<file path="src/rtl/cpl_rx_pkg.sv">
package cpl_rx_pkg;

    localparam logic [7:0] FT_CPL_DATA   = 8'h4A;
    localparam logic [7:0] FT_CPL_NODATA = 8'h0A;

    typedef enum logic [2:0] {
        ST_IDLE,
        ST_HDR1,
        ST_HDR2,
        ST_DATA,
        ST_EXCESS,
        ST_DRAIN
    } cpl_state_e;

    function automatic logic is_cpl_type(input logic [7:0] ft);
        return (ft == FT_CPL_DATA) || (ft == FT_CPL_NODATA);
    endfunction

endpackage

</file>
<file path="src/rtl/cpl_rx_hdr_capture.sv">
module cpl_rx_hdr_capture #(
    parameter int LEN_W = 10
) (
    input  logic             clk,
    input  logic             rst_n,
    input  logic             cap_dw0,
    input  logic             cap_dw1,
    input  logic             cap_dw2,
    input  logic [31:0]      data,
    output logic             has_data,
    output logic [LEN_W-1:0] length,
    output logic [15:0]      completer_id,
    output logic [2:0]       status,
    output logic [11:0]      byte_count,
    output logic [15:0]      requester_id,
    output logic [7:0]       tag,
    output logic [6:0]       lower_addr
);
    import cpl_rx_pkg::*;

    // Header word 0: type byte and length
    always_ff @(posedge clk) begin
        if (!rst_n) begin
            has_data <= 1'b0;
            length   <= '0;
        end else if (cap_dw0) begin
            has_data <= (data[31:24] == FT_CPL_DATA);
            length   <= data[LEN_W-1:0];
        end
    end

    // Header word 1: completer, status, byte count
    always_ff @(posedge clk) begin
        if (!rst_n) begin
            completer_id <= '0;
            status       <= '0;
            byte_count   <= '0;
        end else if (cap_dw1) begin
            completer_id <= data[31:16];
            status       <= data[15:13];
            byte_count   <= data[11:0];
        end
    end

    // Header word 2: requester, tag, lower address
    always_ff @(posedge clk) begin
        if (!rst_n) begin
            requester_id <= '0;
            tag          <= '0;
            lower_addr   <= '0;
        end else if (cap_dw2) begin
            requester_id <= data[31:16];
            tag          <= data[15:8];
            lower_addr   <= data[6:0];
        end
    end

endmodule

</file>
<file path="src/rtl/cpl_rx_len_cnt.sv">
module cpl_rx_len_cnt #(
    parameter int LEN_W = 10
) (
    input  logic             clk,
    input  logic             rst_n,
    input  logic             load,
    input  logic [LEN_W-1:0] load_len,
    input  logic             dec,
    output logic             rem_one
);
    localparam int CNT_W = LEN_W + 1;
    localparam logic [CNT_W-1:0] FULL_CNT = CNT_W'(1) << LEN_W;

    logic [CNT_W-1:0] remaining;

    always_ff @(posedge clk) begin
        if (!rst_n) begin
            remaining <= '0;
        end else if (load) begin
            remaining <= (load_len == '0) ? FULL_CNT : {1'b0, load_len};
        end else if (dec) begin
            remaining <= remaining - CNT_W'(1);
        end
    end

    assign rem_one = (remaining == CNT_W'(1));


    cnt_no_underflow_chk: assert property (@(posedge clk) disable iff (!rst_n)
        dec |-> (remaining != '0));

endmodule

</file>
<file path="src/rtl/cpl_rx_fsm.sv">
module cpl_rx_fsm (
    input  logic        clk,
    input  logic        rst_n,
    input  logic        in_valid,
    input  logic        in_sop,
    input  logic        in_eop,
    input  logic [31:0] in_data,
    input  logic        has_data,
    input  logic        status_nz,
    input  logic        rem_one,
    output logic        in_ready,
    output logic        cap_dw0,
    output logic        cap_dw1,
    output logic        cap_dw2,
    output logic        cnt_dec,
    output logic        hdr_valid,
    output logic        dat_valid,
    output logic [31:0] dat_data,
    output logic        dat_last,
    output logic        err_len,
    output logic        err_status,
    output logic        err_fmt
);
    import cpl_rx_pkg::*;

    cpl_state_e state, state_nx;
    logic       beat;
    logic       type_ok;

    assign beat    = in_valid && in_ready;
    assign type_ok = is_cpl_type(in_data[31:24]);

    assign cap_dw0 = beat && (state == ST_IDLE) && in_sop;
    assign cap_dw1 = beat && (state == ST_HDR1);
    assign cap_dw2 = beat && (state == ST_HDR2);
    assign cnt_dec = beat && (state == ST_DATA);

    // State register
    always_ff @(posedge clk) begin
        if (!rst_n) state <= ST_IDLE;
        else        state <= state_nx;
    end

    // Transitions
    always_comb begin
        state_nx = state;
        if (beat) begin
            unique case (state)
                ST_IDLE: begin
                    if (in_sop) begin
                        if (in_eop)       state_nx = ST_IDLE;
                        else if (type_ok) state_nx = ST_HDR1;
                        else              state_nx = ST_DRAIN;
                    end
                end
                ST_HDR1: state_nx = in_eop ? ST_IDLE : ST_HDR2;
                ST_HDR2: begin
                    if (in_eop)        state_nx = ST_IDLE;
                    else if (has_data) state_nx = ST_DATA;
                    else               state_nx = ST_DRAIN;
                end
                ST_DATA: begin
                    if (in_eop)       state_nx = ST_IDLE;
                    else if (rem_one) state_nx = ST_EXCESS;
                end
                ST_EXCESS: state_nx = in_eop ? ST_IDLE : ST_DRAIN;
                ST_DRAIN:  if (in_eop) state_nx = ST_IDLE;
                default:   state_nx = ST_IDLE;
            endcase
        end
    end

    // Registered outputs
    always_ff @(posedge clk) begin
        if (!rst_n) begin
            in_ready   <= 1'b0;
            hdr_valid  <= 1'b0;
            dat_valid  <= 1'b0;
            dat_data   <= '0;
            dat_last   <= 1'b0;
            err_len    <= 1'b0;
            err_status <= 1'b0;
            err_fmt    <= 1'b0;
        end else begin
            in_ready   <= 1'b1;
            hdr_valid  <= 1'b0;
            dat_valid  <= 1'b0;
            dat_last   <= 1'b0;
            err_len    <= 1'b0;
            err_status <= 1'b0;
            err_fmt    <= 1'b0;
            if (beat) begin
                unique case (state)
                    ST_IDLE: begin
                        if (in_sop) begin
                            if (!type_ok)    err_fmt <= 1'b1;
                            else if (in_eop) err_len <= 1'b1;
                        end
                    end
                    ST_HDR1: begin
                        if (in_eop) err_len <= 1'b1;
                    end
                    ST_HDR2: begin
                        hdr_valid  <= 1'b1;
                        err_status <= status_nz;
                        // missing payload, or a data-less packet that runs on
                        err_len    <= has_data ? in_eop : !in_eop;
                    end
                    ST_DATA: begin
                        dat_valid <= 1'b1;
                        dat_data  <= in_data;
                        dat_last  <= rem_one;
                        err_len   <= in_eop && !rem_one;
                    end
                    ST_EXCESS: err_len <= 1'b1;
                    ST_DRAIN: ;
                    default: ;
                endcase
            end
        end
    end


    nodata_no_word_chk: assert property (@(posedge clk) disable iff (!rst_n)
        (hdr_valid && !has_data) |=> !dat_valid);


    last_has_valid_chk: assert property (@(posedge clk) disable iff (!rst_n)
        dat_last |-> dat_valid);


    status_with_hdr_chk: assert property (@(posedge clk) disable iff (!rst_n)
        err_status |-> hdr_valid);


    strobes_exclusive_chk: assert property (@(posedge clk) disable iff (!rst_n)
        $onehot0({hdr_valid, dat_valid, err_fmt}));


    ready_after_reset_chk: assert property (@(posedge clk) disable iff (!rst_n)
        $past(rst_n) |-> in_ready);

endmodule

</file>
<file path="src/rtl/cpl_rx_parser.sv">
module cpl_rx_parser #(
    parameter int LEN_W = 10
) (
    input  logic             clk,
    input  logic             rst_n,
    input  logic             in_valid,
    output logic             in_ready,
    input  logic [31:0]      in_data,
    input  logic             in_sop,
    input  logic             in_eop,
    output logic             hdr_valid,
    output logic             hdr_has_data,
    output logic [LEN_W-1:0] hdr_length,
    output logic [15:0]      hdr_completer_id,
    output logic [2:0]       hdr_status,
    output logic [11:0]      hdr_byte_count,
    output logic [15:0]      hdr_requester_id,
    output logic [7:0]       hdr_tag,
    output logic [6:0]       hdr_lower_addr,
    output logic             dat_valid,
    output logic [31:0]      dat_data,
    output logic [7:0]       dat_tag,
    output logic             dat_last,
    output logic             err_len,
    output logic             err_status,
    output logic             err_fmt
);
    logic cap_dw0, cap_dw1, cap_dw2, cnt_dec, rem_one;

    cpl_rx_fsm u_fsm (
        .clk        (clk),
        .rst_n      (rst_n),
        .in_valid   (in_valid),
        .in_sop     (in_sop),
        .in_eop     (in_eop),
        .in_data    (in_data),
        .has_data   (hdr_has_data),
        .status_nz  (hdr_status != 3'd0),
        .rem_one    (rem_one),
        .in_ready   (in_ready),
        .cap_dw0    (cap_dw0),
        .cap_dw1    (cap_dw1),
        .cap_dw2    (cap_dw2),
        .cnt_dec    (cnt_dec),
        .hdr_valid  (hdr_valid),
        .dat_valid  (dat_valid),
        .dat_data   (dat_data),
        .dat_last   (dat_last),
        .err_len    (err_len),
        .err_status (err_status),
        .err_fmt    (err_fmt)
    );

    cpl_rx_hdr_capture #(.LEN_W(LEN_W)) u_hdr (
        .clk          (clk),
        .rst_n        (rst_n),
        .cap_dw0      (cap_dw0),
        .cap_dw1      (cap_dw1),
        .cap_dw2      (cap_dw2),
        .data         (in_data),
        .has_data     (hdr_has_data),
        .length       (hdr_length),
        .completer_id (hdr_completer_id),
        .status       (hdr_status),
        .byte_count   (hdr_byte_count),
        .requester_id (hdr_requester_id),
        .tag          (hdr_tag),
        .lower_addr   (hdr_lower_addr)
    );

    cpl_rx_len_cnt #(.LEN_W(LEN_W)) u_cnt (
        .clk      (clk),
        .rst_n    (rst_n),
        .load     (cap_dw0),
        .load_len (in_data[LEN_W-1:0]),
        .dec      (cnt_dec),
        .rem_one  (rem_one)
    );

    assign dat_tag = hdr_tag;


    tag_steady_chk: assert property (@(posedge clk) disable iff (!rst_n)
        (dat_valid && $past(dat_valid)) |-> $stable(dat_tag));

endmodule

</file>
<file path="config.mk">
export PLATFORM = sky130hd
export DESIGN_NAME = cpl_rx_parser
export DESIGN_NICKNAME = d
export VERILOG_FILES = /design/src/rtl/cpl_rx_pkg.sv /design/src/rtl/cpl_rx_hdr_capture.sv /design/src/rtl/cpl_rx_len_cnt.sv /design/src/rtl/cpl_rx_fsm.sv /design/src/rtl/cpl_rx_parser.sv
export SDC_FILE = /design/constraint.sdc
export NUM_CORES = 1
export LEC_CHECK = 0
export BUFFER_PORTS_ARGS = -buffer_cell sky130_fd_sc_hd__buf_2
export CORE_ASPECT_RATIO = 0.8
export CORE_UTILIZATION = 45
export DETAILED_ROUTE_END_ITERATION = 7
export PLACE_DENSITY = 0.75
export SLEW_MARGIN = 20
export SYNTH_ARGS = -nofsm -noshare
export SYNTH_HDL_FRONTEND = slang
export SYNTH_SLANG_ARGS = --single-unit
</file>
<file path="constraint.sdc">
create_clock -name clk -period 1.55 [get_ports clk]
set_input_delay 0.0775 -clock clk [delete_from_list [all_inputs] [get_ports clk]]
set_output_delay 0.0775 -clock clk [all_outputs]
set_load 0.005 [all_outputs]
</file>
==> Word-level counts from Yosys, hierarchy flattened <==
Index checks and enable logic that the tools add are counted.
W data, S select, Z words.
{ "word_totals": {"register_bits": 126, "in_bits": 37} }
{ "op_classes": {"addsub": 1, "n_eq_ne": 11, "muxes": 23, "reduce_logical": 20} }
{ "op_table": {"columns": ["cell", "count"], "rows": [
  ["$mux W11", 3],
  ["$mux W3", 9],
  ["$pmux W3 S6", 1],
  ["$eq A11 B1 Y1 const B", 1],
  ["$sub A11 B1 Y11 const B", 1],
  ["$logic_not A10 Y1", 1],
  ["$eq A8 B4 Y1 const B", 1],
  ["$eq A8 B7 Y1 const B", 1],
  ["$mux W1", 8],
  ["$reduce_and A4 Y1", 2],
  ["$logic_and A1 B1 Y1", 7],
  ["$eq A3 B2 Y1 const B", 2],
  ["$eq A3 B3 Y1 const B", 2],
  ["$reduce_and A3 Y1", 2],
  ["$pmux W1 S5", 1],
  ["$ne A2 B2 Y1 const B", 2],
  ["$reduce_and A2 Y1", 2],
  ["$eq A3 B1 Y1 const B", 1],
  ["$logic_not A3 Y1", 1],
  ["$ne A3 B2 Y1 const B", 1],
  ["$reduce_bool A3 Y1", 1],
  ["$logic_not A1 Y1", 2],
  ["$mux W2", 1],
  ["$reduce_bool A2 Y1", 1],
  ["$logic_or A1 B1 Y1", 1]
]} }

==> Logic depth before layout (Yosys ltp) <==
{ "depth": {"depth_word": 6, "mapped_depth": 7} }

==> Cells and area by module <==
A second synthesis with hierarchy kept.
{ "unflattened": {"hier_cells": 531, "area_unflattened_um2": 5298.8} }
{ "by_module_without_submodules": {"columns": ["module", "n_inst", "cells_per_inst", "area_each_um2", "seq_area_each_um2"], "rows": [
  ["cpl_rx_hdr_capture", 1, 238, 2859.0, 1461.4],
  ["cpl_rx_fsm", 1, 209, 1734.2, 840.8],
  ["cpl_rx_len_cnt", 1, 75, 639.4, 220.2],
  ["cpl_rx_parser", 1, 9, 66.3, 0.0]
]} }

==> Worst setup path after synthesis <==
Ideal clock, no wire load.
{ "synth_path": {"path_kind": "reg-to-reg", "from": "reg u_cnt.remaining[6]", "to": "reg u_fsm.err_len", "setup_time_ns": 0.118, "t_arrival_ns": 1.518, "required_ns": 1.432, "slack_ns": -0.086, "stages_incl_launch_ff": 5, "path_cell_list": "dfxtp_1 > or4_4 > nor4_4 > a211oi_1 > o2111a_1"} }
{ "synth_via": {"elab_chain_len": 4} }
{ "synth_lines": {"columns": ["element", "line_no", "text"], "rows": [
  ["from (decl)", "cpl_rx_len_cnt.sv:14", "logic [CNT_W-1:0] remaining;"],
  ["from (signal assigned)", "cpl_rx_len_cnt.sv:20", "remaining <= (load_len == '0) ? FULL_CNT : {1'b0, load_len};"],
  ["from (signal assigned)", "cpl_rx_len_cnt.sv:22", "remaining <= remaining - CNT_W'(1);"],
  ["$eq A11 B1 Y1", "cpl_rx_len_cnt.sv:26", "assign rem_one = (remaining == CNT_W'(1));"],
  ["$logic_not A1 Y1", "cpl_rx_fsm.sv:113", "err_len <= in_eop && !rem_one;"],
  ["$logic_and A1 B1 Y1", "cpl_rx_fsm.sv:113", null],
  ["$pmux W1 S5", "cpl_rx_fsm.sv:93", "unique case (state)"],
  ["to (signal assigned)", "cpl_rx_fsm.sv:107", "err_len <= has_data ? in_eop : !in_eop;"],
  ["to (signal assigned)", "cpl_rx_fsm.sv:113", null],
  ["to (decl)", "cpl_rx_fsm.sv:20", "output logic err_len,"]
]} }
No other way between the ends.
A chain may end at the register's enable or synchronous reset.

==> Worst setup path after layout <==
{ "layout_path": {"from": "reg u_cnt.remaining[1]", "to": "reg u_fsm.err_len"} }
Same word-level chain as after synthesis.

==> flow_summary.ini <==
[detailed_routing]
wl_per_cell_um = 15.7
detail_route.first_pass.iterations = 5
antenna_left = 0
via_per_inst = 5.25
drt-initial-drc-count = 384
drc = 0
vias = 5000
totalWireLength_mm = 14.9

[cts]
cts.clk_slew.worst_paths_ns = 0.05
cts_root_buffer = clkbuf_16
clock_insertion_delay_worst_skew_ns = 0.41
cts_buffers = 17
cts_max_level = 4
clkSinkCount = 126
tritoncts = built
ctsLongestPathBuffers = 2

[final_layout]
finalNonFillerCells = 953
mostFrequentLayoutCells = nand2_1, buf_2, dfxtp_1
final_util_pct = 68.4
antenna_cells_inserted = 0
layout_cells_sized_above_1_pct = 32.2
num-nets-final = 842
mostFrequentLayoutCell = nand2_1
layout-area-overhead-vs-synth_pct = 46.6
layout.cell_area.non_filler_mm2 = 0.00709

[yosys]
synth-simple-area-share_pct = 24.1
post_synth_num_cell_types = 51
netlist_area_mm2 = 0.00483
synth_warnings = 0
synth_cells = 604
synth_compound_gate_area_share_pct = 15.8
synth_top_family_by_area = simple AND/OR/NAND/NOR gates
seq_area_frac_synth_pct = 52.2
ys_seq_elements = 126
synthAdderAreaFrac_pct = 1.04
top_cell_type_s_share_of_synthesized_area_pct = 52.2
xor_and_xnor_fraction_of_the_mapped_netlist_area_pct = 0.906
synth_enable_flop_cells = 0
fraction_of_registers_with_async_set_or_reset_after_synthesis_pct = 0
avgSynthCellArea_um2 = 8.00
post_synth_mux_area_share_pct = 0.621
synthFlopType = dfxtp_1
synth_largest_area_cell = dfxtp_1
netlist_top_cells_area = dfxtp_1, nand2_1, a21oi_1, clkbuf_1, a211oi_1
syn_nets = 645

[global_route]
first_global_vias = 4648
overflow = 0
grt_pass1_wl_mm = 22.9
maximum_number_of_pins_on_one_net_before_global_route_repair = 47
track_usage_pct = 26.3
grt_antenna_before_repair = 0

[power]
power_mw = 7.97
pwr_density_cell_mw_per_mm2 = 1120
peakVddDrop_mv = 0.743
power_leakage_nw = 2.98

[run_status]
run_status = complete, but fails checks
violations_in_the_final_reports = setup timing

[critical_path]
worst_r2r_endpoint = u_fsm.err_len$_SDFF_PN0_
crit_family = simple AND/OR/NAND/NOR gates
critical_path.startpoint_type = flip-flop
cp_slowest_cell = nor4_4
crit_path_cell_trace = inv_2, ha_4, or3b_4, nor4_4, a211oi_2, o2111a_1
critPathCaptureType = flip-flop
crit_path_start = u_cnt.remaining[1]$_SDFFE_PN0P_
crit_required_ns = 1.85
worst-path-stages = 6
critPathArrivalTime_ns = 2.08
timing.reg2reg.worst_path_depth = 6
r2r_slack_ns = -0.23
maximum_fanout_encountered_on_the_critical_timing_path = 3
crit-reg2reg-launch = u_cnt.remaining[1]$_SDFFE_PN0P_
slowest_delay_ns = 0.41
critPathBufInv = 1
cp-endpoint = u_fsm.err_len$_SDFF_PN0_
path_class = flip-flop to flip-flop

[timing]
totalNegativeSetupSlack_ns = -0.857
tightestPinTransition_ns = 0.457
fmax_mhz = 562
maxSlewHeadroom_pct = 68.7
postLayoutSetupSlackWorst_ns = -0.231
rsz0062_at_grt = true
timing.final.crit_period_ns = 1.78
final.period_utilization_pct = 115
hold-worst-slack_ns = 0.0197
fin_hold_viols = 0
report.final.setup_viol = 7
final-max-slew-violation-count = 0
final.setup_skew_ns = 0.00591

[floorplanning]
initial_utilization_pct = 46.6
floorplan.die.width_um = 118
die_area_mm2 = 0.0112
chipHeight_um = 94.7
core_region_area_mm2 = 0.0104
io_pins = 157
std_cell_rows = 33

[place]
detailedPlace.worstSlack_ns = -0.200
placedInstanceArea_mm2 = 0.00594
dpl.hpwl_mm = 9.55
placed_cells = 882
portbufs = 156
gp_routability_congestion = 0.849

[min_path]
min-delay-path-class = input port to flip-flop

[flow_run]
cap_viol_max_count = 0
==> flip-flops by register name, summed over array words and instances, names as in the netlist, 3 cells and up <==
name                cells
u_cnt.remaining        11
u_fsm.dat_data         32
u_fsm.state             3
u_hdr.byte_count       12
u_hdr.completer_id     16
u_hdr.length           10
u_hdr.lower_addr        7
u_hdr.requester_id     16
u_hdr.status            3
u_hdr.tag               8
==> logic make-up after synthesis <==
group           Yosys count
fa+ha+maj                 4
compound gates          137
buf+inv                  58
xor+xnor                  5
mux                       3
flops                   126
simple gates            271
==> worst register-to-register path, cell delays in order (launching register included) <==
cell      delay (ns)
dfxtp_2         0.32
inv_2           0.07
ha_4            0.11
or3b_4          0.39
nor4_4          0.41
a211oi_2        0.13
o2111a_1        0.25
==> area by class of cell <==
| class | count | area [um^2] |
|---|---|---|
| fillers | 853 | 3280 |
| inverters | 7 | 30.0 |
| flip-flops and latches | 126 | 2530 |
| multi-input cells | 420 | 2170 |
| well taps | 140 | 175 |
| repair buffers | 229 | 1560 |
| clock buffers | 20 | 457 |
| clock inverters | 11 | 165 |
==> report_power, final <==
part | internal (mW) | switching [mW]
Combinational | 0.234 | 0.270
Sequential | 3.28 | 0.0239
Clock | 2.76 | 1.41
==> metal layers <==
layer	global-route usage, %	vias up	wire length [um]
met3	5.80	24	986
met5	0	-	0
li1	-	2418	-
met1	33.0	2358	6700
met4	11.1	0	253
met2	44.0	200	7000
==> cells in the mapped netlist, types with 2 or more instances <==
cell type  instances
nor3_1             2
a211oi_1           8
a311oi_1           2
buf_4              8
mux2i_1            3
a31oi_1            4
nand3_1            3
xor2_1             3
a21oi_1          106
and2_1             2
and3_1             2
dfxtp_1          126
o21ai_0            5
o311ai_0           3
nor2_1            14
or3_1              3
xnor2_1            2
a2111oi_0          2
o211ai_1           2
nand2_1          218
nor4_1             4
or4_1              3
ha_1               4
inv_1              6
buf_2              3
nand4_1            4
clkbuf_1          38
==> repair_timing <==
action,4_1_cts,5_1_grt
endpoints found under the setup margin,8,49
endpoints found under the hold margin,98,0
pin swaps,6,16
buffers inserted,0,7
resized for setup,5,29
gates cloned,0,1
hold buffers,32,0
==> worst min-delay path by stage <==
stage | from | cells past startpoint | to | slack, ns
final | in_data[9] | 3 | u_hdr.tag[1]$_SDFFE_PN0P_ | 0.02
after global routing | in_data[9] | 3 | u_hdr.length[9]$_SDFFE_PN0P_ | 0.03
after CTS | in_data[9] | 3 | u_hdr.tag[1]$_SDFFE_PN0P_ | 0.01
after detailed placement | rst_n | 1 | u_fsm.in_ready$_DFF_P_ | 0.34
after global placement | rst_n | 1 | u_fsm.in_ready$_DFF_P_ | 0.32
after floorplan | rst_n | 0 | u_fsm.in_ready$_DFF_P_ | 0.11
(Power assumes the default switching activity.)
